<file path="config.mk">
export PLATFORM = sky130hd
export DESIGN_NAME = refsel_prio
export DESIGN_NICKNAME = d
export VERILOG_FILES = /design/src/rtl/refsel_prio.sv
export SDC_FILE = /design/constraint.sdc
export NUM_CORES = 1
export LEC_CHECK = 0
export ABC_AREA = 1
export BUFFER_PORTS_ARGS = -buffer_cell sky130_fd_sc_hd__buf_4
export CORE_AREA = 2 2 39 41
export CTS_BUF_LIST = sky130_fd_sc_hd__clkbuf_8 sky130_fd_sc_hd__clkbuf_16
export DETAILED_ROUTE_END_ITERATION = 8
export DIE_AREA = 0 0 41 43
export SYNTH_ARGS = -nofsm -noshare
export SYNTH_HDL_FRONTEND = slang
export SYNTH_SLANG_ARGS = --single-unit
</file>
<file path="constraint.sdc">
create_clock -name clk -period 1.6 [get_ports clk]
set_input_delay 0.08 -clock clk [delete_from_list [all_inputs] [get_ports clk]]
set_output_delay 0.08 -clock clk [all_outputs]
set_load 0.02 [all_outputs]
</file>
<file path="src/rtl/refsel_prio.sv">
module refsel_prio (
  input  logic       clk,
  input  logic       rst_n,
  input  logic [1:0] in_ok,
  input  logic       revert,
  output logic [1:0] sel_oh,
  output logic       hold,
  output logic       mute
);

  typedef enum logic [1:0] {ST_MUTE, ST_IN1, ST_IN2, ST_HOLD} pick_t;

  pick_t cur, nxt;

  always_comb begin
    nxt = cur;
    unique case (cur)
      ST_MUTE, ST_HOLD: begin
        if (in_ok[0])      nxt = ST_IN1;
        else if (in_ok[1]) nxt = ST_IN2;
      end
      ST_IN1: begin
        if (!in_ok[0]) nxt = in_ok[1] ? ST_IN2 : ST_HOLD;
      end
      ST_IN2: begin
        if (!in_ok[1])                nxt = in_ok[0] ? ST_IN1 : ST_HOLD;
        else if (revert && in_ok[0])  nxt = ST_IN1;
      end
      default: nxt = ST_MUTE;
    endcase
  end

  always_ff @(posedge clk) begin
    if (!rst_n) cur <= ST_MUTE;
    else        cur <= nxt;
  end

  assign sel_oh = {cur == ST_IN2, cur == ST_IN1};
  assign hold   = (cur == ST_HOLD);
  assign mute   = (cur == ST_MUTE);


  a_r8_one_role: assert property (@(posedge clk) disable iff (!rst_n)
    $countones({sel_oh, hold, mute}) == 1);


  a_r10_no_remute: assert property (@(posedge clk) disable iff (!rst_n)
    !mute |=> !mute);


  a_r4_leave_failed: assert property (@(posedge clk) disable iff (!rst_n)
    (sel_oh[0] && !in_ok[0]) |=> !sel_oh[0]);


  a_r5_revert_back: assert property (@(posedge clk) disable iff (!rst_n)
    (sel_oh[1] && in_ok[0] && revert) |=> sel_oh[0]);


  a_r6_keep_active: assert property (@(posedge clk) disable iff (!rst_n)
    (sel_oh[1] && in_ok[1] && !revert) |=> sel_oh[1]);


  a_r7_hold_tie: assert property (@(posedge clk) disable iff (!rst_n)
    (hold && in_ok[0]) |=> sel_oh[0]);

endmodule

</file>
### Word-level counts from Yosys, hierarchy flattened

Cells that the tools add are included.

* equal/unequal tests: 6
* multiplexer cells: 8
* reductions and logical operators: 4

Operator list (count)
* 2-bit 2-to-1 mux: 6
* 2-bit case mux with 3 select lines: 1
* 2-bit == test (second input constant): 2
* 3-bit by 2-bit inequality test with 1-bit output (second input constant): 1
* 3-bit inequality test (second input constant): 1
* 3-bit AND reduction: 1
* 2-bit by 1-bit == test with 1-bit output (second input constant): 1
* 2-bit zero test: 1
* 2-bit inequality test (second input constant): 1
* 2-bit OR reduction: 1
* 1-bit logical AND: 1
* 1-bit 2-to-1 mux: 1

* bits in registers: 2
* output and inout bits: 4

### Depth between registers and ports, before layout

Gate-level depths: netlist of the first run.

* depth after elaboration: 4
* depth in mapped cells: 9

### Worst setup path after synthesis of the first run

OpenSTA, ideal clock, no wires.

* path kind: register to register
* start point: register cur[0]
* end point: register cur[0]
* setup time: 113 ps
* arrival time: 1104 ps
* setup slack: 383 ps
* stages on the path, launching flop included: 8
* cells stage by stage: dfxtp_1 inv_1 ha_1 o21bai_1 nand2_1 nand2_1 nor2_1 nor2_1

RTL lines
* start, declared: line 13 `pick_t cur, nxt;`
* start signal, assigned: line 35 `else cur <= nxt;`
* 2-bit == test (*)
* via sel_oh[1]: line 6 `output logic [1:0] sel_oh,`
* 3-bit by 2-bit inequality test with 1-bit output (no source line)
* 3-bit AND reduction (no source line)

Mark *: on every way through the listed nets, which the timed path passes. The rest lies on a longest branch.
A chain may end at the register's enable or synchronous reset.

### Final worst setup path of the first run

* start point: register cur[0]
* end point: register cur[1]

* cells in the longest elaborated chain, start to end: 4

Ends and longest elaborated chain
* 2-bit == test / 2-bit zero test (equally long branches): line 17 `unique case (cur)`
* 2-bit OR reduction: line 17
* 3-bit inequality test (no source line)
* 3-bit AND reduction (no source line)

Several ways; a longest one is shown, not always the timed one.

==> impl_metrics.yaml, run 1 <==
outcome:
  status: "finished clean"
floorplanning:
  rows: 14
  io_pins: 9
  initial_core_util_pct: 16.7
  floorplan.die_area_um2: 1760
  die_h_um: 43
  die_w_um: 41
  fp.coreArea_um2: 1380
setup_path:
  max_stage_delay_ns: 0.35
  end_kind: "flip-flop"
  critPathKind: "reg2reg"
  r2r_start: "cur[0]"
  startpoint_type: "flip-flop"
  arrival_ns: 1.36
  crit_slowest_cell: "dfxtp_1"
  r2r_cells: 8
  r2r_end: "cur[1]"
  crit_path_frequent_cell: "inv_1"
  r2r_slack_ns: 0.34
  worstPathRequired_ns: 1.70
  cp_max_fo: 3
  path_cells: "inv_1 -> ha_1 -> inv_1 -> nand2_2 -> nand3_2 -> nand2_1 -> inv_1 -> nor2_2"
synthesis:
  syn_area_per_cell_um2: 6.26
  synth-seq-cells: 2
  synth_cell_types: 10
  synth_area_leader_cell: "nand2_1"
  netlist_area_um2: 231
  synth_area_leaders: "nand2_1 (24%), ha_1 (22%), dfxtp_1 (17%)"
  syn_inst: 37
  yosys_warnings: 0
  synth_top_area_share_pct: 24.3
  syn-num-nets: 46
  yosysSeqAreaShare_pct: 17.3
power_and_ir_drop:
  power.total_uw: 722
  peakVddDrop_uv: 675
  power_density_nw_per_um2: 2050
  leakagePower_uw: 0.000197
place:
  portBuffers: 8
  placed_cells: 61
  placed_cell_area_um2: 312
  hpwl_um: 406
  gp_congestion: 0.688
route:
  dr.pass1.iters: 2
  vias_per_cell: 3.73
  ant_nets: 0
  vias: 239
  wirelength_um: 484
  drt_iter0_markers: 2
  drc: 0
  routedWlPerCell_um: 7.56
sta:
  slew_headroom_pct: 87.2
  period_needed_ns: 1.26
  setup_tns_ns: 0
  hold_viol: 0
  fin_skew_ns: 0.000241
  period_share_pct: 78.8
  max_freq_mhz: 793
  tightest_slew_ns: 0.191
  finalMaxSlewViolations: 0
  grt_setup_unrepaired: "false"
  setup-violations-final: 0
cells_and_area:
  antennaDiodeCount: 0
  drive_gt1_share_pct: 33.3
  layout_commonest_cell: "nand2_1"
  largest_register: "cur"
  largest_reg_flops: 2
  area_growth_pct: 52.4
  final_nets: 59
  multi_input_area_um2: 173
  register_area_um2: 40.0
  final_cell_mix: "nand2_1 (15), buf_4 (8), inv_1 (5)"
  reg_top3: "cur: 2 flops"
  fin_cells: 64
  fillers: 156
  design_area_um2: 353
cts:
  clkSinkCount: 2
  clk_latency_ns: 0.21
  cts_inserted_buffers: 3
  cts_root_buffer: "clkbuf_8"
  ctsHtreeMaxLevel: 1
  cts_max_path_buffers: 2
  post_cts_resized: 0
  cts_hold_buf: 0
  postCtsSetupBuffers: 0
  clkTransAtPathRegs_ns: 0.03
  cts_tree: "done"
worst_hold_path:
  holdPathStages: 3
  hold_path_class: "in2reg"
  min-delay-start: "rst_n"
  hold-path-endpoint: "cur[1]"
global_route:
  grt_max_degree: 6
  grt_pass1_wl_um: 731
  grt_overflow: 0
  grt_usage_pct: 6.60
  grt_pass1_vias: 214
  antenna_found_initial: 0
flow_run:
  drv_cap: 0
-- metal layers --
layer  vias to the layer above  part of all wire [%]  global-route usage, %
met5                         -                     0                      0
met4                         0                     0                   8.00
met3                         0                   9.1                   1.57
met2                         8                    43                   8.75
met1                        98                    48                   7.30
li1                        133                     -                      -
-- stage by stage --
stage | worst slack, ns | hold slack, ns | util, %
2_1_floorplan | 0.383 | 0.200 | -
3_3_place_gp | 0.361 | 0.317 | 22.5
3_5_place_dp | 0.332 | 0.331 | 22.5
4_1_cts | 0.325 | 0.114 | 25.5
5_1_grt | 0.209 | 0.126 | 25.5
6_report | 0.339 | 0.115 | 25.5
-- worst max-delay path by stage --
stage / start / endpoint / slack [ns]
detailed placement: cur[0] / cur[1] / 0.33
global placement: cur[1] / cur[1] / 0.36
global route: cur[0] / cur[1] / 0.21
finish: cur[0] / cur[1] / 0.34
CTS: cur[0] / cur[1] / 0.33
floorplan: cur[0] / cur[0] / 0.38
-- kinds of logic (layout without fill, tap and decap cells) --
logic type,count (synthesis),count (layout),synth area share [%]
buffers and inverters,5,16,8.11
adder cells (fa/ha/maj),4,4,21.6
AND/OR/NAND/NOR,24,24,47.6
AO/OA/AOI/OAI,2,2,5.40
flip-flops,2,2,17.3
-- power by group --
part           total (uW)  internal, uW  switching, uW
Clock                 195           159           36.1
Combinational         432           173            259
Sequential           95.5          74.7           20.8
Total                 722           406            316
-- cell usage after synthesis, drive strengths merged --
cell type and number:
nand2 16, nor2 6, inv 5, ha 4, dfxtp 2, nand3 2, a21oi 1, o21bai 1
-- layout make-up --
class,instances,area share (%)
well taps,16,5.67
repair buffers,8,17.0
inverters,5,5.32
multi-input cells,30,48.9
flip-flops and latches,2,11.3
clock buffers,3,11.7
-- worst max-delay path, delay by kind of cell (launching register included) --
kind	cells	cell delay [ns]
DFF	1	0.35
adders and majority gates	1	0.31
buffers and inverters	3	0.25
and+or+nand+nor	4	0.25
(Power assumes the default switching activity.)
==> inputs of run 2 (changes only) <==
==> constraint.sdc (replaced) <==
create_clock -name clk -period 1.3 [get_ports clk]
set_input_delay 0.065 -clock clk [delete_from_list [all_inputs] [get_ports clk]]
set_output_delay 0.065 -clock clk [all_outputs]
set_load 0.02 [all_outputs]
==> run 2 against run 1 <==
Against the previous run:
- count of clock-buffer cells in the layout stayed put
- sequential cell count stayed put
- register-to-register slack worse by 0.26 ns
- via count is 1.7% higher
- fmax is 3.3% higher
- die area stayed put
- critical path type unchanged
- critical endpoint unchanged
- largest cell class unchanged
==> impl_metrics.yaml, run 2 (synthesis gave the netlist of run 1 again) <==
cts:
  cts_tree: "done"
  clk_latency_ns: 0.21
  cts_root_buffer: "clkbuf_8"
  clkSinkCount: 2
  cts_inserted_buffers: 3
  cts_max_path_buffers: 2
  clkTransAtPathRegs_ns: 0.03
  ctsHtreeMaxLevel: 1
global_route:
  grt_pass1_wl_um: 710
  antenna_found_initial: 0
  grt_max_degree: 6
  grt_overflow: 0
  grt_pass1_vias: 197
  grt_usage_pct: 6.91
route:
  vias_per_cell: 3.74
  drc: 0
  ant_nets: 0
  vias: 243
  dr.pass1.iters: 2
  drt_iter0_markers: 2
  wirelength_um: 516
  routedWlPerCell_um: 7.94
cells_and_area:
  layout_commonest_cell: "nand2_1"
  largest_reg_flops: 2
  reg_top3: "cur: 2 flops"
  area_growth_pct: 62.7
  drive_gt1_share_pct: 42.9
  final_nets: 60
  antennaDiodeCount: 0
  final_cell_mix: "nand2_1 (15), buf_4 (9), inv_1 (4), nor2_1 (4), clkbuf_8 (3)"
  largest_register: "cur"
setup_path:
  startpoint_type: "flip-flop"
  arrival_ns: 1.32
  end_kind: "flip-flop"
  r2r_slack_ns: 0.08
  critPathKind: "reg2reg"
  cp_max_fo: 3
  worstPathRequired_ns: 1.40
floorplanning:
  die_h_um: 43
  initial_core_util_pct: 16.7
  fp.coreArea_um2: 1380
  rows: 14
  floorplan.die_area_um2: 1760
  die_w_um: 41
  io_pins: 9
worst_hold_path:
  hold_path_class: "in2reg"
sta:
  fin_skew_ns: 0.00352
  max_freq_mhz: 819
  grt_setup_unrepaired: "false"
  hold_viol: 0
  period_needed_ns: 1.22
  tightest_slew_ns: 0.169
  period_share_pct: 93.9
  slew_headroom_pct: 88.7
  finalMaxSlewViolations: 0
  setup_tns_ns: 0
  setup-violations-final: 0
outcome:
  status: "finished clean"
flow_run:
  drv_cap: 0
place:
  hpwl_um: 383
  gp_congestion: 0.628
  portBuffers: 8
power_and_ir_drop:
  power.total_uw: 972
  leakagePower_uw: 0.000201
  power_density_nw_per_um2: 2580
  peakVddDrop_uv: 932
[run 2: final cells by class]
class                   count  area [um^2]
well taps                  16         20.0
clock buffers               3         41.3
fillers                   153         1010
repair buffers              9         67.6
multi-input cells          30          188
inverters                   5         18.8
flip-flops and latches      2         41.3
[run 2: worst paths after layout]
check	start	cells past startpoint	end
hold / removal	rst_n	3	cur[0]
setup / recovery	cur[1]	9	cur[1]
hold reg to reg	cur[0]	4	cur[0]
setup reg to reg	cur[1]	9	cur[1]
[run 2: power by group]
part | switching [uW] | total [uW] | internal, uW
Sequential | 18.8 | 113 | 94.6
Clock | 46.7 | 242 | 196
Combinational | 353 | 617 | 264
[run 2: critical path, stage by stage, from the launching register on]
cell     delay, ns
dfxtp_2       0.33
inv_1         0.09
ha_4          0.28
inv_2         0.04
nand2_2       0.07
nand2_1       0.05
nor2_1        0.09
nand2_1       0.06
nand2_1       0.07
nor2_2        0.03
[run 2: through the flow]
stage / area, um^2 / utilization, % / worst slack [ns] / cells / hold slack, ns
final: 377 / 27.2 / 0.0796 / 65 / 0.0858
after global routing: 377 / 27.2 / 0.00386 / 65 / 0.108
after CTS: 360 / 26.0 / 0.0266 / 65 / 0.0806
after detailed placement: 319 / 23.1 / 0.0276 / 62 / 0.303
after global placement: 319 / 23.1 / 0.0616 / 62 / 0.311
after floorplan: 231 / - / 0.0828 / 37 / 0.185
[run 2: routing by layer]
metal	vias to the layer above	global-route usage, %	routed length (um)
met5	-	0	0
met4	0	8.00	0
met3	0	4.71	59
met2	10	7.81	210
met1	95	7.35	246
li1	138	-	-
[run 2: timing repair]
item / in CTS / in global routing
endpoints found under the hold margin: 0 / 0
hold buffers: 0 / 0
setup buffers: 0 / 0
gates resized for setup: 0 / 4
setup endpoints to repair: 0 / 2
==> inputs of run 3 (changes only) <==
--- a/config.mk
+++ b/config.mk
@@ -5,7 +5,7 @@
 export SDC_FILE = /design/constraint.sdc
 export NUM_CORES = 1
 export LEC_CHECK = 0
-export ABC_AREA = 1
+export ABC_AREA = 0
 export BUFFER_PORTS_ARGS = -buffer_cell sky130_fd_sc_hd__buf_4
 export CORE_AREA = 2 2 39 41
 export CTS_BUF_LIST = sky130_fd_sc_hd__clkbuf_8 sky130_fd_sc_hd__clkbuf_16
==> run 3 against run 2 <==
Against the previous run:
- hold slack better by 0.051 ns
- total power is 17% higher
- critical path depth decreased by 4
- die area is the same
- the run now ends with setup timing left
- sequential share of layout area decreased by 0.44 points
- setup slack worse by 0.10 ns
- non-clock buffer count rose by 2
- highest routed layer is now met4
- count of clock-buffer cells in the layout unchanged
- via count is 12% lower
==> impl_metrics.yaml, run 3 <==
synthesis:
  synth_area_leader_cell: "ha_1"
  yosys_warnings: 0
  syn-num-nets: 32
  synth_area_leaders: "ha_1 (24%), dfxtp_1 (19%), mux2i_1 (9.7%)"
  yosysSeqAreaShare_pct: 19.4
  syn_inst: 23
  synth_ff_type: "dfxtp_1"
  synth_top_area_share_pct: 24.2
  syn_area_per_cell_um2: 8.98
  async_flop_share_pct: 0
  synth-edff-count: 0
  synth_cell_types: 15
  yosysMostFrequentCell: "ha_1"
  netlist_area_um2: 206
  synth-seq-cells: 2
sta:
  finalWorstSetupSlack_ns: -0.0235
  max_freq_mhz: 756
  period_share_pct: 102
  setup_tns_ns: -0.0235
  tightest_slew_ns: 0.271
  setup-violations-final: 1
  grt_setup_unrepaired: "true"
  hold_viol: 0
  fin_skew_ns: 0.00810
  slew_headroom_pct: 81.9
  period_needed_ns: 1.32
  finalMaxSlewViolations: 0
setup_path:
  cp_max_fo: 5
  crit_slowest_cell: "dfxtp_4"
  r2r_slack_ns: -0.02
  critPathKind: "reg2reg"
  path_cells: "inv_4 -> ha_4 -> or2b_1 -> o221ai_2 -> mux2i_1"
  cp_top_family: "flip-flops"
  arrival_ns: 1.41
  max_stage_delay_ns: 0.37
  worstPathRequired_ns: 1.39
  r2r_end: "cur[0]"
  r2r_start: "cur[0]"
  end_kind: "flip-flop"
  r2r_cells: 5
  cp_num_buf_inv: 1
  startpoint_type: "flip-flop"
cells_and_area:
  area_growth_pct: 107
  final_cell_mix: "buf_4 (10), ha_4 (3), clkbuf_8 (3)"
  largest_register: "cur"
  multi_input_area_um2: 221
  antennaDiodeCount: 0
  register_area_um2: 45.0
  final_nets: 48
  layout_commonest_cell: "buf_4"
  drive_gt1_share_pct: 68.4
  fillers: 151
  reg_top3: "cur: 2 flops"
  largest_reg_flops: 2
power_and_ir_drop:
  power_density_nw_per_um2: 2650
  power.total_uw: 1140
  leakagePower_uw: 0.000189
  peakVddDrop_uv: 772
global_route:
  grt_usage_pct: 9.30
  grt_pass1_wl_um: 959
  grt_pass1_vias: 204
  grt_max_degree: 7
  antenna_found_initial: 0
  grt_overflow: 0
place:
  hpwl_um: 391
  portBuffers: 8
  gp_congestion: 0.720
route:
  dr.pass1.iters: 2
  drc: 0
  drt_iter0_markers: 2
  wirelength_um: 584
  vias: 215
  routedWlPerCell_um: 10.8
  ant_nets: 0
  vias_per_cell: 3.98
worst_hold_path:
  min-delay-start: "rst_n"
  hold-path-endpoint: "cur[0]"
  hold_path_class: "in2reg"
  holdPathStages: 3
floorplanning:
  initial_core_util_pct: 14.9
  die_w_um: 41
  floorplan.die_area_um2: 1760
  io_pins: 9
  rows: 14
  die_h_um: 43
  fp.coreArea_um2: 1380
cts:
  clkTransAtPathRegs_ns: 0.03
  cts_inserted_buffers: 3
  clk_latency_ns: 0.21
  clkSinkCount: 2
  cts_tree: "done"
  cts_max_path_buffers: 2
  cts_root_buffer: "clkbuf_8"
  ctsHtreeMaxLevel: 1
flow_run:
  drv_cap: 0
outcome:
  status: "complete, but fails checks"
  violations: "setup timing"
==> run 3: final cells by class <==
| cell class | count | share of cell area (%) |
|---|---|---|
| clock inverter | 1 | 0.877 |
| clock buffer | 3 | 9.65 |
| tap | 16 | 4.68 |
| multi-input combinational | 19 | 51.8 |
| timing repair buffer | 11 | 20.2 |
| inverter | 2 | 2.34 |
| sequential | 2 | 10.5 |
==> run 3: what timing repair did <==
action,4_1_cts,5_1_grt
resized for setup,6,1
endpoints found under the setup margin,2,2
buffers inserted,1,0
hold buffers,0,0
pin swaps,3,0
==> run 3: worst reg2reg max path, stage by stage, from the launching register on <==
cell and delay (ns):
dfxtp_4 0.37, inv_4 0.05, ha_4 0.29, or2b_1 0.26
o221ai_2 0.15, mux2i_1 0.09
==> run 3: how the worst max path moves through the flow <==
stage	from	end	slack, ns	cells after the start
2_1_floorplan	cur[0]	cur[1]	0.007	5
3_3_place_gp	cur[0]	cur[1]	-0.08	5
3_5_place_dp	cur[0]	cur[0]	-0.09	5
4_1_cts	cur[0]	cur[1]	-0.002	5
5_1_grt	cur[0]	cur[0]	-0.07	5
6_report	cur[0]	cur[0]	-0.02	5
==> run 3: where the power goes <==
group / leakage [uW] / internal, uW / switching, uW
registers: 0.0000175 / 106 / 37.4
logic: 0.000145 / 387 / 352
clock network: 0.0000269 / 200 / 52.6
total: 0.000189 / 693 / 442
==> run 3: cells by family (layout without fill, tap and decap cells) <==
| kind of cell | count (synthesis) | count (layout) | synth area share [%] |
|---|---|---|---|
| AOI/OAI and AO/OA | 3 | 3 | 15.2 |
| adders and majority gates | 4 | 4 | 24.2 |
| buffers and inverters | 2 | 17 | 3.64 |
| DFF | 2 | 2 | 19.4 |
| muxes | 2 | 2 | 9.70 |
| and+or+nand+nor | 10 | 10 | 27.9 |
==> run 3: per-stage QoR <==
stage          util [%]  instance area (um^2)  setup slack [ns]  cells  hold WS, ns
2_1_floorplan         -                   239           0.00698     23        0.200
3_3_place_gp       24.1                   334           -0.0790     49        0.355
3_5_place_dp       24.1                   334           -0.0878     49        0.345
4_1_cts            30.7                   424          -0.00224     54        0.121
5_1_grt            30.9                   428           -0.0701     54        0.134
6_report           30.9                   428           -0.0235     54        0.137
==> run 3: layer usage <==
metal,share of wire [%],vias up,global-route usage (%)
met4,2.1,0,10.0
met3,9.1,2,4.71
met2,54,11,12.8
met5,0,-,0
li1,-,110,-
met1,35,92,8.89
